--- src/rtl/thresh_hyst_irq.sv ---
module thresh_hyst_irq #(
  parameter int W       = 16,
  parameter int FAULT_W = 2
) (
  input  logic               clk,
  input  logic               rst_n,
  input  logic               res_valid,
  input  logic [W-1:0]       res_word,
  input  logic [W-1:0]       lim_hi,
  input  logic [W-1:0]       lim_lo,
  input  logic [FAULT_W-1:0] fault_sel,
  input  logic               irq_pol,
  input  logic               cfg_rd,
  input  logic               cfg_wr,
  input  logic [1:0]         cfg_wr_mode,
  output logic               irq,
  output logic               flag_above,
  output logic               flag_below,
  output logic               conv_ready
);
  localparam int CNT_W = 2 ** FAULT_W;

  logic [CNT_W-1:0] run_hi, run_lo, need, run_hi_nxt, run_lo_nxt;
  logic above, below, bypass, hit_hi, hit_lo, ready_clr;

  assign need   = CNT_W'(1) << fault_sel;
  assign bypass = lim_lo[W-1] & lim_lo[W-2];
  assign above  = res_word > lim_hi;
  assign below  = res_word < lim_lo;

  assign run_hi_nxt = !above ? '0 : (run_hi >= need) ? run_hi : run_hi + CNT_W'(1);
  assign run_lo_nxt = !below ? '0 : (run_lo >= need) ? run_lo : run_lo + CNT_W'(1);

  assign hit_hi = !bypass && above && (run_hi_nxt >= need);
  assign hit_lo = !bypass && below && (run_lo_nxt >= need) && !hit_hi;

  assign ready_clr = cfg_rd || (cfg_wr && cfg_wr_mode != 2'b00);

  always_ff @(posedge clk or negedge rst_n) begin
    if (!rst_n) begin
      run_hi     <= '0;
      run_lo     <= '0;
      flag_above <= 1'b0;
      flag_below <= 1'b0;
    end else if (res_valid) begin
      run_hi <= bypass ? '0 : run_hi_nxt;
      run_lo <= bypass ? '0 : run_lo_nxt;
      if (hit_hi) begin
        flag_above <= 1'b1;
        flag_below <= 1'b0;
      end else if (hit_lo) begin
        flag_above <= 1'b0;
        flag_below <= 1'b1;
      end
    end
  end

  always_ff @(posedge clk or negedge rst_n) begin
    if (!rst_n)         conv_ready <= 1'b0;
    else if (res_valid) conv_ready <= 1'b1;
    else if (ready_clr) conv_ready <= 1'b0;
  end

  assign irq = irq_pol ? flag_above : !flag_above;
endmodule


--- config.mk ---
export PLATFORM = sky130hd
export DESIGN_NAME = thresh_hyst_irq
export DESIGN_NICKNAME = d
export VERILOG_FILES = /design/src/rtl/thresh_hyst_irq.sv
export SDC_FILE = /design/constraint.sdc
export NUM_CORES = 1
export LEC_CHECK = 0
export BUFFER_PORTS_ARGS = -buffer_cell sky130_fd_sc_hd__buf_2
export CAP_MARGIN = 20
export CELL_PAD_IN_SITES_DETAIL_PLACEMENT = 0
export CELL_PAD_IN_SITES_GLOBAL_PLACEMENT = 2
export CORE_MARGIN = 2
export CORE_UTILIZATION = 26
export DETAILED_ROUTE_END_ITERATION = 8
export PLACE_DENSITY = 0.86
export SYNTH_ARGS = -nofsm -noshare
export SYNTH_HDL_FRONTEND = slang
export SYNTH_SLANG_ARGS = --single-unit
--- constraint.sdc ---
create_clock -name clk -period 3.1 [get_ports clk]
set_clock_uncertainty 0.1 [all_clocks]
set_input_delay 0.31 -clock clk [delete_from_list [all_inputs] [get_ports clk]]
set_output_delay 0.31 -clock clk [all_outputs]
set_load 0.05 [all_outputs]
==> impl_metrics.yaml <==
run_status:
  outcome: "complete, no violations"
sta:
  setup_slack_ns: 0.189
  report.final.slew_viol_count: 0
  rsz0062_at_grt: "false"
  layout_min_cycle_time_ns: 2.91
  period_share_pct: 93.9
  fmax_ghz: 0.344
  slew_headroom_pct: 78.4
  tightest_slew_ns: 0.324
  setup_viol: 0
  hold_viol: 0
place:
  place_ws_ns: -0.0942
  port_buffers: 61
  gp_congestion: 0.811
  hpwl_um: 3900
yosys:
  synth_seq_cells: 11
  synth_cell_type_count: 48
  synth_area_um2: 1860
  synth-edff-count: 0
  yosys_most_used_dff: "dfrtp_1"
  ys_seq_area_share_pct: 14.8
  syn_inst: 228
  synth-async-reset-ratio_pct: 100
  synth_nets: 335
  yosysWarnings: 0
  avgSynthCellArea_um2: 8.17
power:
  p_per_area_nw_per_um2: 355
  p_leak_nw: 1.32
  vdd_drop_max_v: 0.000381
  p_total_uw: 861
setup_path:
  rr_endpoint: "flag_above"
  worstSetupStartpointType: "flip-flop"
  crit_type: "flip-flop to flip-flop"
  required_ns: 3.12
  crit_path_end_kind: "flip-flop"
  crit_start: "run_hi[0]"
  worstPathArrival_ns: 2.93
  path_max_fanout: 3
  r2r_start: "run_hi[0]"
  reg2reg_setup_slack_ns: 0.19
  r2r_cells: 14
  crit_end: "flag_above"
routing:
  drc: 0
  antenna_left: 0
  via_count: 1751
  drt_pass1_iterations: 4
  wire_per_inst_um: 10.9
  viasPerCell: 4.39
  drt-total-wl_um: 4360
  drt_iter0_drc: 24
clock_network:
  cts_tree: "done"
  htreeDepth: 1
  clock_sinks: 11
  clock_path_buffers: 2
  clk_pin_slew_ns: 0.06
  clkLatencyLatePin_ns: 0.25
  cts_made_buffers: 3
  root_buffer: "clkbuf_8"
die:
  rows: 30
  die_w_um: 88.6
  start_util_pct: 27.1
  die-area_um2: 7850
  coreArea_um2: 6870
  io_pins: 62
  die_y_um: 88.6
layout:
  seq_area_um2: 275
  fin_util_pct: 35.3
  diodes: 0
  fin_nets: 411
  drive_gt1_share_pct: 31.4
  fillCellCount: 727
  area_growth_pct: 30.4
  multiInputGateArea_um2: 1440
min_path:
  min_path_type: "input port to flip-flop"
grt:
  grt_max_degree: 12
  gr-total-overflow: 0
  grt_pass1_vias: 1689
  grt.total_usage_pct: 11.2
  antenna_found_initial: 0
  grt_pass1_wl_um: 7050
flow_run:
  drv_cap: 0
[per-layer routing]
metal	global-route usage, %	vias up	part of all wire [%]
li1	-	954	-
met3	1.03	5	5.8
met2	19.3	57	46
met4	3.31	0	0.96
met5	0	-	0
met1	14.8	735	47
[cell type report]
| cell class | count | area share (%) |
|---|---|---|
| clock buffer | 3 | 1.70 |
| clock inverter | 1 | 0.206 |
| inverter | 39 | 6.03 |
| multi-input combinational | 176 | 59.4 |
| sequential | 11 | 11.3 |
| tap | 96 | 4.95 |
| timing repair buffer | 73 | 16.4 |
[cells in the mapped netlist (2+ instances only)]
library cell / count / share of area [%]
a31oi_1: 2 / 0.67
a21oi_1: 17 / 4.6
nand3_1: 6 / 1.6
a21o_1: 8 / 3.2
nand4_1: 3 / 1.0
o22ai_1: 3 / 1.0
nand2b_1: 7 / 2.4
a21boi_0: 2 / 0.81
o21ai_0: 10 / 2.7
nand2_1: 19 / 3.8
nor2b_1: 2 / 0.67
dfrtp_1: 11 / 15
nand4_2: 2 / 1.3
ha_1: 49 / 33
nor2_1: 10 / 2.0
xnor2_1: 4 / 1.9
o21a_1: 4 / 1.6
and2_1: 2 / 0.67
inv_1: 38 / 7.7
[power by group]
group,internal [mW],switching (mW)
logic,0.229,0.279
clock network,0.0887,0.0618
registers,0.173,0.0301
total,0.491,0.370
[registers in the layout, indices dropped and copies added, names as in the netlist]
name,flops
conv_ready,1
flag_above,1
flag_below,1
run_hi,4
run_lo,4
[timing repair]
action | 4_1_cts | 5_1_grt
hold endpoints to repair | 11 | 0
hold buffers | 1 | 0
gates resized for setup | 0 | 4
endpoints found under the setup margin | 0 | 2
buffers inserted | 0 | 1
[worst min path at each step]
| stage | startpoint | end | slack [ns] | cells after the start |
|---|---|---|---|---|
| 6_report | cfg_rd | conv_ready | 0.21 | 3 |
| 5_1_grt | cfg_rd | conv_ready | 0.23 | 3 |
| 4_1_cts | cfg_rd | conv_ready | 0.21 | 3 |
| 3_5_place_dp | rst_n | run_lo[3] | 0.11 | 1 |
| 3_3_place_gp | rst_n | run_lo[3] | 0.11 | 1 |
| 2_1_floorplan | rst_n | conv_ready | -0.09 | 0 |
[worst max-delay path: stages (launching register included)]
cell,delay [ns]
dfrtp_1,0.36
inv_2,0.05
ha_1,0.27
nand2b_1,0.18
a2111oi_4,0.32
or2_4,0.19
xnor2_1,0.11
nand2_1,0.07
ha_1,0.28
nand2b_1,0.14
a21o_1,0.17
a21oi_1,0.14
nor2b_1,0.06
o211ai_1,0.22
o21ai_0,0.12
[through the flow]
stage,TNS (ns),hold slack (ns),cell area (um^2),cells
4_1_cts,0,0.206,2400,398
3_5_place_dp,-0.142,0.111,2340,393
6_report,0,0.206,2430,399
2_1_floorplan,0,-0.0856,1860,228
5_1_grt,0,0.226,2430,399
3_3_place_gp,-0.0191,0.108,2340,393
[cell usage in the layout, fill, tap and decap left out, types with 3 or more instances in the layout]
master	synthesis	routed
a21o_1	8	8
a21oi_1	17	17
buf_2	0	61
buf_4	1	11
clkbuf_8	0	3
dfrtp_1	11	11
ha_1	49	49
inv_1	38	37
nand2_1	19	19
nand2b_1	7	7
nand3_1	6	6
nand4_1	3	3
nor2_1	10	10
o21a_1	4	4
o21ai_0	10	10
o22ai_1	3	3
xnor2_1	4	4
[cells by family after synthesis]
family / after synthesis / synth area share, %
multiplexers: 1 / 0.806
buffers and inverters: 41 / 8.87
AO/OA/AOI/OAI: 61 / 23.4
flip-flops: 11 / 14.8
AND/OR/NAND/NOR: 60 / 16.9
XOR/XNOR: 5 / 2.35
adder cells (fa/ha/maj): 49 / 32.9
Power figures use the tool's default switching activity.
